$ cat src/rtl/dsp_irq_pkg.sv
package dsp_irq_pkg;
  typedef enum logic [1:0] {
    FLAG_IDLE   = 2'd0,
    FLAG_RAISED = 2'd2,
    FLAG_ACKED  = 2'd3
  } irqFlag_t;

  typedef struct packed {
    logic popBuf;
    logic dspReset;
  } ctrlStrobes_t;

  localparam logic [3:0] OFF_RESET  = 4'h6;
  localparam logic [3:0] OFF_DATA   = 4'hA;
  localparam logic [3:0] OFF_CMD    = 4'hC;
  localparam logic [3:0] OFF_STATUS = 4'hE;
  localparam logic [7:0] CMD_IRQ_TEST = 8'hF2;
endpackage

$ cat src/rtl/dsp_irq_ctrl.sv
module dsp_irq_ctrl
  import dsp_irq_pkg::*;
#(
  parameter int CYCLES_PER_US = 8,
  parameter int DELAY_US = 10
) (
  input  logic clk,
  input  logic rstN,
  input  logic hostWr,
  input  logic hostRd,
  input  logic [3:0] hostAddr,
  input  logic [7:0] hostWrData,
  input  logic blockDone,
  input  logic irqAck,
  output ctrlStrobes_t strobes,
  output logic irqReq,
  output logic dmaResume,
  output irqFlag_t flagState
);
  localparam int DELAY_CYCLES = DELAY_US * CYCLES_PER_US;
  localparam int TW = $clog2(DELAY_CYCLES + 1);

  logic [TW-1:0] timer;
  logic cmdTest, statusRead, timerFire, trigger;
  irqFlag_t flagNext;

  assign cmdTest    = hostWr && hostAddr == OFF_CMD && hostWrData == CMD_IRQ_TEST;
  assign statusRead = hostRd && hostAddr == OFF_STATUS;
  assign timerFire  = timer == TW'(1);
  assign trigger    = timerFire || blockDone;

  always_comb begin
    strobes.dspReset = hostWr && hostAddr == OFF_RESET && hostWrData[0];
    strobes.popBuf   = hostRd && hostAddr == OFF_DATA;
  end

  always_ff @(posedge clk or negedge rstN) begin
    if (!rstN) timer <= '0;
    else if (strobes.dspReset) timer <= '0;
    else if (cmdTest) timer <= TW'(DELAY_CYCLES);
    else if (timer != '0) timer <= timer - TW'(1);
  end

  always_comb begin
    flagNext = flagState;
    unique case (flagState)
      FLAG_IDLE:   if (trigger) flagNext = FLAG_RAISED;
      FLAG_RAISED: if (irqAck) flagNext = FLAG_ACKED;
      FLAG_ACKED:  if (statusRead) flagNext = FLAG_IDLE;
      default:     flagNext = FLAG_IDLE;
    endcase
    if (strobes.dspReset) flagNext = FLAG_IDLE;
  end

  always_ff @(posedge clk or negedge rstN) begin
    if (!rstN) begin
      flagState <= FLAG_IDLE;
      irqReq    <= 1'b0;
      dmaResume <= 1'b0;
    end else begin
      flagState <= flagNext;
      irqReq    <= flagNext != FLAG_IDLE;
      dmaResume <= !strobes.dspReset && flagState == FLAG_ACKED && statusRead;
    end
  end
endmodule

$ cat src/rtl/dsp_irq_dp.sv
module dsp_irq_dp
  import dsp_irq_pkg::*;
(
  input  logic clk,
  input  logic rstN,
  input  ctrlStrobes_t strobes,
  input  logic [3:0] hostAddr,
  input  logic replyValid,
  input  logic [7:0] replyData,
  output logic [7:0] hostRdData
);
  logic bufFull;
  logic [7:0] bufByte;

  always_ff @(posedge clk or negedge rstN) begin
    if (!rstN) begin
      bufFull <= 1'b0;
      bufByte <= '0;
    end else if (strobes.dspReset) begin
      bufFull <= 1'b0;
    end else if (replyValid) begin
      bufFull <= 1'b1;
      bufByte <= replyData;
    end else if (strobes.popBuf) begin
      bufFull <= 1'b0;
    end
  end

  always_comb begin
    unique case (hostAddr)
      OFF_STATUS: hostRdData = {bufFull, 7'h7F};
      OFF_DATA:   hostRdData = bufByte;
      default:    hostRdData = 8'hFF;
    endcase
  end
endmodule

$ cat src/rtl/dsp_irq_handshake.sv
module dsp_irq_handshake
  import dsp_irq_pkg::*;
#(
  parameter int CYCLES_PER_US = 8,
  parameter logic [3:0] SUB_LINE = 4'd3,
  parameter logic [3:0] IR_LINE = 4'd5
) (
  input  logic clk,
  input  logic rstN,
  input  logic hostWr,
  input  logic hostRd,
  input  logic [3:0] hostAddr,
  input  logic [7:0] hostWrData,
  output logic [7:0] hostRdData,
  input  logic replyValid,
  input  logic [7:0] replyData,
  input  logic blockDone,
  input  logic irqAck,
  output logic irqReq,
  output logic dmaResume,
  output logic [7:0] lineCode
);
  ctrlStrobes_t strobes;
  irqFlag_t flagState;

  assign lineCode = {SUB_LINE, IR_LINE};

  dsp_irq_ctrl #(.CYCLES_PER_US(CYCLES_PER_US), .DELAY_US(10)) ctrl (
    .clk(clk), .rstN(rstN), .hostWr(hostWr), .hostRd(hostRd),
    .hostAddr(hostAddr), .hostWrData(hostWrData), .blockDone(blockDone),
    .irqAck(irqAck), .strobes(strobes), .irqReq(irqReq),
    .dmaResume(dmaResume), .flagState(flagState)
  );

  dsp_irq_dp dp (
    .clk(clk), .rstN(rstN), .strobes(strobes), .hostAddr(hostAddr),
    .replyValid(replyValid), .replyData(replyData), .hostRdData(hostRdData)
  );
endmodule

$ cat config.mk
export PLATFORM = sky130hd
export DESIGN_NAME = dsp_irq_handshake
export DESIGN_NICKNAME = d
export VERILOG_FILES = /design/src/rtl/dsp_irq_pkg.sv /design/src/rtl/dsp_irq_ctrl.sv /design/src/rtl/dsp_irq_dp.sv /design/src/rtl/dsp_irq_handshake.sv
export SDC_FILE = /design/constraint.sdc
export NUM_CORES = 1
export LEC_CHECK = 0
export ABC_CLOCK_PERIOD_IN_PS = 3450
export BUFFER_PORTS_ARGS = -buffer_cell sky130_fd_sc_hd__clkbuf_2
export CORE_AREA = 2 2 50 52
export DETAILED_ROUTE_END_ITERATION = 10
export DIE_AREA = 0 0 52 54
export PLACE_DENSITY_LB_ADDON = 0.05
export SYNTH_ARGS = -nofsm -noshare
export SYNTH_HDL_FRONTEND = slang
export SYNTH_SLANG_ARGS = --single-unit
$ cat constraint.sdc
create_clock -name clk -period 3.45 [get_ports clk]
set_clock_uncertainty 0.05 [all_clocks]
set_input_delay 0.5175 -clock clk [delete_from_list [all_inputs] [get_ports clk]]
set_output_delay 0.5175 -clock clk [all_outputs]
set_load 0.005 [all_outputs]
==> results of run 1 <==
-- placed cells by master, fill, tap and decap left out --
cell type / count
sky130_fd_sc_hd__a211oi_1: 1
sky130_fd_sc_hd__and3_1: 1
sky130_fd_sc_hd__nand2_1: 5
sky130_fd_sc_hd__and4bb_1: 1
sky130_fd_sc_hd__clkbuf_2: 36
sky130_fd_sc_hd__mux2_1: 8
sky130_fd_sc_hd__or2_1: 1
sky130_fd_sc_hd__nand3b_1: 2
sky130_fd_sc_hd__nor3b_1: 3
sky130_fd_sc_hd__o21ai_0: 1
sky130_fd_sc_hd__xnor2_1: 2
sky130_fd_sc_hd__o21ai_2: 1
sky130_fd_sc_hd__nor4_2: 1
sky130_fd_sc_hd__and4b_1: 1
sky130_fd_sc_hd__or3_1: 1
sky130_fd_sc_hd__clkbuf_4: 3
sky130_fd_sc_hd__nor2b_1: 1
sky130_fd_sc_hd__ha_1: 3
sky130_fd_sc_hd__nor3_1: 2
sky130_fd_sc_hd__nand2_4: 1
sky130_fd_sc_hd__nor2_1: 8
sky130_fd_sc_hd__a31oi_1: 2
sky130_fd_sc_hd__nand2b_1: 9
sky130_fd_sc_hd__conb_1: 8
sky130_fd_sc_hd__xor2_1: 2
sky130_fd_sc_hd__mux2i_1: 1
sky130_fd_sc_hd__a21oi_1: 5
sky130_fd_sc_hd__dfrtp_1: 20
sky130_fd_sc_hd__or4_4: 1
sky130_fd_sc_hd__o211a_1: 2
sky130_fd_sc_hd__inv_1: 3
sky130_fd_sc_hd__nand3_1: 4
-- final cells by class --
class                   count  area share
multi-input cells          78       0.417
flip-flops and latches     20       0.388
repair buffers             36       0.140
well taps                  30      0.0291
clock buffers               3      0.0175
inverters                   3     0.00874
-- report_power, final --
part | leakage (nW) | switching (mW) | total (mW) | internal (mW)
clock network | 0.0138 | 0.0609 | 0.101 | 0.0405
logic | 0.371 | 0.113 | 0.234 | 0.121
registers | 0.232 | 0.0570 | 0.359 | 0.302
-- stage by stage --
stage          instances  worst slack (ns)   util
2_1_floorplan        110              1.67      -
3_3_place_gp         167              1.50  0.546
4_1_cts              170              1.56  0.556
3_5_place_dp         167              1.47  0.546
6_report             170              1.57  0.556
5_1_grt              170              1.49  0.556
-- cell families (layout without fill, tap and decap cells) --
kind of cell               after synthesis  in the layout  share of synthesized area
xor gates and xnor gates                 4              4                     0.0321
and+or+nand+nor                         42             42                      0.234
other                                    2              8                    0.00688
adders and majority gates                3              3                     0.0344
muxes                                    9              9                     0.0917
buffers and inverters                   12             42                     0.0700
DFF                                     20             20                      0.459
AOI/OAI and AO/OA                       12             12                     0.0722
-- registers in the layout, indices dropped and copies added, names as in the netlist --
signal	flops
dp.bufByte	8
ctrl.dmaResume	1
dp.bufFull	1
ctrl.flagState	2
ctrl.timer	7
ctrl.irqReq	1
-- metal layers --
metal,global-route usage,share of wire,vias up
li1,-,-,415
met1,0.194,0.42,378
met2,0.278,0.50,29
met3,0.0333,0.073,2
met4,0.0658,0.0062,0
met5,0,0,-
-- worst paths after layout --
check                                          startpoint  cells after the start  slack (ns)                           to
worst min register to register  dp.bufByte[2]$_DFFE_PN0P_                      1        0.44    dp.bufByte[2]$_DFFE_PN0P_
max in group asynchronous                            rstN                      1        2.91  ctrl.flagState[0]$_DFF_PN0_
worst max-delay path                          hostAddr[2]                      4        1.57                hostRdData[4]
min in group clk                             replyData[2]                      2        0.39    dp.bufByte[2]$_DFFE_PN0P_
worst min-delay path                                 rstN                      1        0.12    ctrl.timer[2]$_DFFE_PN0P_
worst max register to register  ctrl.timer[4]$_DFFE_PN0P_                      4        1.85    ctrl.timer[0]$_DFFE_PN0P_
==> reports/qor.txt, run 1 <==
===============================================================================
Status                                                             complete, no violations
Port buffer count                                                            36
Worst hold margin                                                      0.118 ns
Power per cell area                                                 539 nW/um^2
Final period utilization                                                  0.546
Synth cell types                                                             32
Aggregate global-route resource usage                                     0.161
Footprint of the flip-flops and latches                                500 um^2
Area of the multi-input gates                                          537 um^2
Crit-path most repeated cell                                       sky130_fd_sc_hd__clkbuf_2
Area of the core                                                      2320 um^2
Path type of the worst min-delay path                              primary input to async pin
Sequential cell area fraction in the yosys report                         0.459
Die ar.                                                               2810 um^2
Clock-pin transition on the worst setup and hold timing paths           0.10 ns
Critical path's slowest cell                                       sky130_fd_sc_hd__and4bb_1
Arr. time, crit path                                                    1.31 ns
Vertical die dimension                                                    54 um
Hold buffer count at CTS                                                      0
Post-route design area                                                1290 um^2
YS warnings                                                                   0
Required @ worst endpoint                                               2.88 ns
Number of synthesized register bits                                          20
CTS H-tree lvls                                                               1
Max-slew violation total from the final report                                0
Number of instances resized during post-cts repair                            0
Synthesized cell area                                                 1090 um^2
Total negative slack for setup checks                                      0 ns
Count of fill cells added during filler insertion                           216
Effective utilization at floorplan                                        0.470
Initial antenna violation count                                               0
Wire length of the first global-routing pass                            3290 um
Postcts setup bufs                                                            0
Yosys top cell by area                                             sky130_fd_sc_hd__dfrtp_1
Detailed-routing iteration count for the pre-antenna-repair pass              4
Global route overflow                                                         0
Cell with the most instances after synthesis                       sky130_fd_sc_hd__dfrtp_1
Start-to-end type of the worst setup path                          primary input to primary output
Routed Antenna Nets                                                           0
Asr flop ratio synth                                                       1.00
Maximum number of pins on one net before global-route repair                 21
Clock Root Buffer                                                  sky130_fd_sc_hd__clkbuf_4
Number of enable flip-flop cells after synthesis                              0
Sink Count                                                                   20
Total number of placement rows                                               18
Worst path buffer plus inverter count                                         2
Final critical-path required period                                     1.88 ns
Ports                                                                        45
Peak VDD IR                                                            0.288 mV
Maxcap violations                                                             0
Routability Congestion                                                    0.754
N_diodes                                                                      0
Highest fanout seen on the critical path                                      8
Critical-path cell list                                            clkbuf_2 -> and4bb_1 -> nand2b_1 -> clkbuf_2
Main synth FF type                                                 sky130_fd_sc_hd__dfrtp_1
Proportion of layout cells with a drive suffix above 1                    0.307
Later-pin clock latency in the skew report                              0.28 ns
Total via count after detailed routing                                      824
Clock tree from TritonCTS                                                  done
Detailed Route Iter0 Violations                                               7
Buffer depth of the longest clock path                                        2
Number of global-route vias before repair                                   796
Wirelength per Cell                                                     11.4 um
Crit start category                                                primary input
Placed wire-length estimate                                             1620 um
Top cell family by delay on the critical path                      simple AND/OR/NAND/NOR gates
Routed wire length                                                      1940 um
Drt drc                                                                       0
Number of clock buffers inserted by TritonCTS                                 3
Number of cells produced by synthesis                                       104
Synth top area cells                                               sky130_fd_sc_hd__dfrtp_1 46%, sky130_fd_sc_hd__mux2_1 8.3%, sky130_fd_sc_hd__buf_4 5.5%
Synthesis-to-finish area growth                                           18.1%
Final Net Count                                                             172
Crit path capture type                                             primary output
Final Hold Vio Count                                                          0
Post-route total power                                                   694 uW
Static leakage                                                         0.616 nW
Unrepaired setup endpoints after global routing                              no
Fmax                                                                    531 MHz
Post-synth top area share                                                 0.459
CP max stage delay                                                      0.46 ns
Cell types with the highest counts after synthesis                 20 x sky130_fd_sc_hd__dfrtp_1, 9 x sky130_fd_sc_hd__nand2b_1, 8 x sky130_fd_sc_hd__buf_4, 8 x sky130_fd_sc_hd__mux2_1, 8 x sky130_fd_sc_hd__nor2_1
Mean number of vias per cell                                               4.85
Total placed instance area                                            1270 um^2
Horiz. Die Dim                                                            52 um
Setup violators final                                                         0
Per-instance average area after synthesis                             10.5 um^2
===============================================================================
No activity file was read; power rests on OpenSTA's default activity.
==> run 2: changes to the inputs <==
- ABC_CLOCK_PERIOD_IN_PS: 3450 -> 1600
- CORE_AREA: 2 2 50 52 -> 2 2 54 56
- DIE_AREA: 0 0 52 54 -> 0 0 56 58
- clock period: 3.45 -> 1.6 ns (I/O delays scaled with it)
==> reports/qor.txt, run 2 (synthesis gave the netlist of run 1 again) <==
===============================================================================
Status                                                             complete, no violations
Total via count after detailed routing                                      885
Setup violators final                                                         0
Top library cells by usage in the layout, fill and taps aside      36 x sky130_fd_sc_hd__clkbuf_2, 20 x sky130_fd_sc_hd__dfrtp_1, 9 x sky130_fd_sc_hd__nand2b_1
Part of the power in registers                                            0.444
Total negative slack for setup checks                                      0 ns
Final period utilization                                                  0.926
Worst Tran Pin Value                                                   0.508 ns
Top register by number of flip-flops                                 dp.bufByte
Horiz. Die Dim                                                            56 um
Start-to-end type of the worst setup path                          register to register
Peak VDD IR                                                            0.690 mV
Global route overflow                                                         0
Placed wire-length estimate                                             1670 um
Number of clock buffers inserted by TritonCTS                                 3
Largest register FFs                                                          8
Routability Congestion                                                    0.794
N_diodes                                                                      0
Clock Root Buffer                                                  sky130_fd_sc_hd__clkbuf_4
CTS H-tree lvls                                                               1
Mean number of vias per cell                                               4.97
Aggregate global-route resource usage                                     0.140
Vertical die dimension                                                    58 um
Required @ worst endpoint                                               1.79 ns
Routed Antenna Nets                                                           0
Max-slew headroom                                                         0.661
Effective utilization at floorplan                                        0.410
Top flop regs                                                      dp.bufByte x8, ctrl.timer x7, ctrl.flagState x2
Maximum number of pins on one net before global-route repair                 21
Core Util, Final                                                          0.516
Static leakage                                                         0.659 nW
Unrepaired setup endpoints after global routing                              no
Routed wire length                                                      2080 um
Count of fill cells added during filler insertion                           272
Max-slew violation total from the final report                                0
Detailed-routing iteration count for the pre-antenna-repair pass              3
Proportion of layout cells with a drive suffix above 1                    0.340
Area of the core                                                      2660 um^2
Switch Pwr                                                               542 uW
Number of global-route vias before repair                                   813
Synthesis-to-finish area growth                                           25.8%
Highest fanout seen on the critical path                                      3
Final Net Count                                                             178
Crit path capture type                                                 register
Buffer depth of the longest clock path                                        2
Later-pin clock latency in the skew report                              0.30 ns
WHS Path Cells                                                                2
Final Hold Vio Count                                                          0
Drt drc                                                                       0
Wire length of the first global-routing pass                            3520 um
FF-to-FF setup slack                                                    0.12 ns
Internal power summed over all cells                                    1.20 mW
Clock tree from TritonCTS                                                  done
Clock-pin transition on the worst setup and hold timing paths           0.12 ns
Path type of the worst min-delay path                              primary input to register
Detailed Route Iter0 Violations                                               5
Crit start category                                                    register
Net switching share of the total power                                    0.312
Ports                                                                        45
Depth of the worst register-to-register path                                  5
Power per cell area                                                1270 nW/um^2
Port buffer count                                                            36
Most common library cell in the layout ignoring fill and taps      sky130_fd_sc_hd__clkbuf_2
Power share of the clock group                                            0.239
Fmax                                                                    675 MHz
Arr. time, crit path                                                    1.68 ns
Maxcap violations                                                             0
Initial antenna violation count                                               0
Sink Count                                                                   20
Total number of placement rows                                               19
Die ar.                                                               3250 um^2
Logic gate share of total power                                           0.317
Wirelength per Cell                                                     11.7 um
Final critical-path required period                                     1.48 ns
===============================================================================
run 2: cell types whose count changed in the layout (fill, tap and decap cells not counted):
cell,previous run,this run
sky130_fd_sc_hd__buf_4,0,5
sky130_fd_sc_hd__bufinv_16,0,1
sky130_fd_sc_hd__dlygate4sd3_1,0,1
sky130_fd_sc_hd__nand3_1,4,3
sky130_fd_sc_hd__nand3_2,0,1
run 2: timing repair:
action	in CTS	in global routing
setup buffers	0	0
setup endpoints to repair	0	2
resized for setup	0	1
hold buffers	1	0
endpoints found under the hold margin	20	0
run 2: worst paths after layout:
path,start,endpoint
max,ctrl.timer[4]$_DFFE_PN0P_,ctrl.irqReq$_DFF_PN0_
min,replyData[2],dp.bufByte[2]$_DFFE_PN0P_
max reg2reg,ctrl.timer[4]$_DFFE_PN0P_,ctrl.irqReq$_DFF_PN0_
min reg2reg,dp.bufByte[5]$_DFFE_PN0P_,dp.bufByte[5]$_DFFE_PN0P_
max in group asynchronous,rstN,ctrl.timer[4]$_DFFE_PN0P_
min in group asynchronous,rstN,ctrl.timer[5]$_DFFE_PN0P_
run 2: layer usage:
metal | vias up | GRT usage | part of all wire
met4 | 0 | 0.0714 | 0.017
met2 | 33 | 0.234 | 0.48
met3 | 4 | 0.0313 | 0.071
li1 | 426 | - | -
met5 | - | 0 | 0
met1 | 422 | 0.173 | 0.43
run 2: power by group through the flow:
| stage | clock (mW) | sequential [mW] | combinational (mW) |
|---|---|---|---|
| floorplan | 0 | 0.757 | 0.398 |
| global placement | 0 | 0.778 | 0.527 |
| detailed placement | 0 | 0.786 | 0.541 |
| CTS | 0.431 | 0.776 | 0.550 |
| global route | 0.452 | 0.797 | 0.629 |
| finish | 0.416 | 0.772 | 0.551 |
run 2: area by class of cell:
cell class	instances	area [um^2]	share of cell area
clock buffers	3	22.5	0.0164
clock inverters	1	30.0	0.0219
inverters	3	11.3	0.00820
multi-input cells	78	542	0.395
flip-flops and latches	20	500	0.365
well taps	31	38.8	0.0283
repair buffers	42	228	0.166
run 2: per-stage QoR:
| step | hold WS, ns | area [um^2] | std cells | total power, mW | worst slack [ns] |
|---|---|---|---|---|---|
| after global placement | 0.180 | 1310 | 173 | 1.30 | 0.0138 |
| final | 0.0870 | 1370 | 178 | 1.74 | 0.118 |
| after floorplan | -0.106 | 1110 | 110 | 1.15 | 0.102 |
| after CTS | 0.0741 | 1370 | 178 | 1.76 | 0.105 |
| after global routing | 0.0674 | 1370 | 178 | 1.88 | 0.00283 |
| after detailed placement | 0.192 | 1310 | 173 | 1.33 | 0.00416 |
run 2: critical path: stages, from the launching register on:
cell,delay [ns]
sky130_fd_sc_hd__dfrtp_1,0.43
sky130_fd_sc_hd__nor4_2,0.37
sky130_fd_sc_hd__buf_4,0.18
sky130_fd_sc_hd__a31oi_1,0.09
sky130_fd_sc_hd__nor2_1,0.15
sky130_fd_sc_hd__o211a_1,0.16
==> run 3: changes to the inputs <==
- ABC_AREA: unset -> 1
- CORE_AREA: 2 2 54 56 -> 2 2 57 59
- DIE_AREA: 0 0 56 58 -> 0 0 59 61
==> reports/qor.txt, run 3 <==
===============================================================================
Final Hold Vio Count                                                          0
Routed wire length                                                      2450 um
Asr flop ratio synth                                                       1.00
Effective utilization at floorplan                                        0.422
Wire length of the first global-routing pass                            4250 um
Path type of the worst min-delay path                              primary input to register
Logic gate share of total power                                           0.341
Postcts setup bufs                                                            0
Post-synth top area share                                                 0.402
Sink of the worst hold path                                        dp.bufByte[3]$_DFFE_PN0P_
Share of synthesized cell area in and, or, nand and nor gates             0.383
Footprint of the flip-flops and latches                                500 um^2
Switch Pwr                                                               637 uW
Number of clock buffers inserted by TritonCTS                                 3
Internal power summed over all cells                                    1.16 mW
Detailed Route Iter0 Violations                                              29
Max-slew violation total from the final report                                0
FF-to-FF setup slack                                                    0.18 ns
Setup violators final                                                         0
Total negative slack for setup checks                                      0 ns
Required @ worst endpoint                                               1.31 ns
Synth cell types                                                             22
Clock-pin transition on the worst setup and hold timing paths           0.13 ns
Global route overflow                                                         0
Port buffer count                                                            36
Total number of placement rows                                               20
Later-pin clock latency in the skew report                              0.31 ns
Proportion of layout cells with a drive suffix above 1                    0.277
Clock Root Buffer                                                  sky130_fd_sc_hd__clkbuf_4
Detailed-routing iteration count for the pre-antenna-repair pass              4
Final period utilization                                                  0.919
Sequential cell area fraction in the yosys report                         0.402
Maximum number of pins on one net before global-route repair                 21
WHS Path Cells                                                                3
Part of the power in registers                                            0.426
Capture point of the worst reg-to-reg path                         ctrl.timer[5]$_DFFE_PN0P_
Start-to-end type of the worst setup path                          register to primary output
Vertical die dimension                                                    61 um
Area of the multi-input gates                                          591 um^2
Horiz. Die Dim                                                            59 um
Die ar.                                                               3600 um^2
Cell with the most instances after synthesis                       sky130_fd_sc_hd__nand2_1
Synthesized cell area                                                 1240 um^2
Unrepaired setup endpoints after global routing                              no
Synthesis-to-finish area growth                                           18.6%
Crit path capture type                                             primary output
Routability Congestion                                                    0.824
Source of the worst hold timing path                               replyData[3]
Clock tree from TritonCTS                                                  done
Power share of the clock group                                            0.234
Number of global-route vias before repair                                  1013
CTS H-tree lvls                                                               1
Max-slew headroom                                                         0.661
Yosys top cell by area                                             sky130_fd_sc_hd__dfrtp_1
Number of cells produced by synthesis                                       169
Depth of the worst register-to-register path                                  7
Power per cell area                                                1220 nW/um^2
Top register by number of flip-flops                                 dp.bufByte
Top library cells by usage in the layout, fill and taps aside      45 x sky130_fd_sc_hd__nand2_1, 36 x sky130_fd_sc_hd__clkbuf_2, 26 x sky130_fd_sc_hd__inv_1
Total via count after detailed routing                                     1110
Net switching share of the total power                                    0.355
Share of synthesized area spent on multiplexers                               0
Hold buffer count at CTS                                                      1
Final Net Count                                                             237
Maxcap violations                                                             0
Fmax                                                                    680 MHz
N_diodes                                                                      0
Most common library cell in the layout ignoring fill and taps      sky130_fd_sc_hd__nand2_1
Status                                                             complete, no violations
Crit start category                                                    register
Reg-to-reg startpoint                                              ctrl.timer[0]$_DFFE_PN0P_
Core Util, Final                                                          0.500
Count of fill cells added during filler insertion                           310
Post-route total power                                                  1.80 mW
Number of enable flip-flop cells after synthesis                              0
Largest register FFs                                                          8
Worst hold margin                                                     0.0940 ns
Main synth FF type                                                 sky130_fd_sc_hd__dfrtp_1
Number of synthesized register bits                                          20
Ports                                                                        45
XOR/XNOR Fraction of Synth Area                                          0.0141
Area fraction in compound gates after synthesis                          0.0231
Sink Count                                                                   20
Dominant combinational cell family by area after synthesis         simple AND/OR/NAND/NOR gates
Top flop regs                                                      dp.bufByte x8, ctrl.timer x7, ctrl.flagState x2
Placed wire-length estimate                                             1920 um
Wirelength per Cell                                                     10.2 um
Aggregate global-route resource usage                                     0.154
Mean number of vias per cell                                               4.64
Initial antenna violation count                                               0
Number of instances resized during post-cts repair                            0
Fraction of the mapped netlist area in adder cells                       0.0302
Static leakage                                                         0.855 nW
Per-instance average area after synthesis                             7.37 um^2
Synth top area cells                                               sky130_fd_sc_hd__dfrtp_1 40%, sky130_fd_sc_hd__nand2_1 14%, sky130_fd_sc_hd__inv_1 7.8%
Final critical-path required period                                     1.47 ns
Routed Antenna Nets                                                           0
Drt drc                                                                       0
Arr. time, crit path                                                    1.18 ns
Worst Tran Pin Value                                                   0.508 ns
Highest fanout seen on the critical path                                      2
Buffer depth of the longest clock path                                        2
YS warnings                                                                   0
Area of the core                                                      2950 um^2
Peak VDD IR                                                            0.814 mV
Cell types with the highest counts after synthesis                 45 x sky130_fd_sc_hd__nand2_1, 26 x sky130_fd_sc_hd__inv_1, 20 x sky130_fd_sc_hd__dfrtp_1
===============================================================================
run 3: changes by cell type after synthesis, sizes merged, moves of 3 or more:
cell	previous run	this run
inv	3	27
mux2	8	0
nand2	6	48
nand2b	9	0
nand3	4	21
nand4	0	3
nor2	8	21
nor3b	3	0
or2	1	7
run 3: logic make-up after synthesis:
kind of cell | Yosys count
xor gates and xnor gates | 2
and+or+nand+nor | 100
adders and majority gates | 3
DFF | 20
buffers and inverters | 37
other | 2
AOI/OAI and AO/OA | 5
run 3: worst max-delay path by stage:
stage,from,to,depth (start not counted)
after detailed placement,hostAddr[0],hostRdData[1],7
after global routing,dp.bufFull$_DFFE_PN0P_,hostRdData[7],3
after floorplan,ctrl.timer[0]$_DFFE_PN0P_,ctrl.timer[4]$_DFFE_PN0P_,8
after CTS,dp.bufFull$_DFFE_PN0P_,hostRdData[7],3
final,dp.bufFull$_DFFE_PN0P_,hostRdData[7],3
after global placement,hostAddr[0],hostRdData[5],7
run 3: per-layer routing:
| metal | up-vias | GRT usage | part of all wire | wire length, um |
|---|---|---|---|---|
| met4 | 0 | 0.0292 | 0.0049 | 12 |
| met1 | 505 | 0.186 | 0.45 | 1110 |
| met5 | - | 0 | 0 | 0 |
| met2 | 28 | 0.279 | 0.49 | 1210 |
| met3 | 2 | 0.0384 | 0.047 | 114 |
| li1 | 575 | - | - | - |
run 3: power groups by stage:
stage | logic, mW | registers [mW] | clock network, mW
after global placement | 0.601 | 0.765 | 0
after floorplan | 0.490 | 0.746 | 0
after global routing | 0.739 | 0.780 | 0.448
final | 0.611 | 0.764 | 0.420
after detailed placement | 0.611 | 0.774 | 0
after CTS | 0.616 | 0.763 | 0.435
run 3: area by class of cell:
type                    count  area share
clock buffers               3      0.0153
clock inverters             1      0.0203
inverters                  27      0.0686
multi-input cells         118       0.400
flip-flops and latches     20       0.339
well taps                  33      0.0280
repair buffers             37       0.129
run 3: per-stage QoR:
stage | instance area (um^2) | cells | setup slack, ns
global route | 1480 | 239 | 0.0121
global placement | 1410 | 234 | 0.213
detailed placement | 1410 | 234 | 0.173
finish | 1480 | 239 | 0.129
CTS | 1480 | 239 | 0.116
floorplan | 1270 | 175 | 0.397
run 3: critical path, cell delays in order, from the launching register on:
cell and delay, ns:
sky130_fd_sc_hd__dfrtp_1 0.42, sky130_fd_sc_hd__o32ai_1 0.27, sky130_fd_sc_hd__inv_1 0.06, sky130_fd_sc_hd__clkbuf_2 0.11
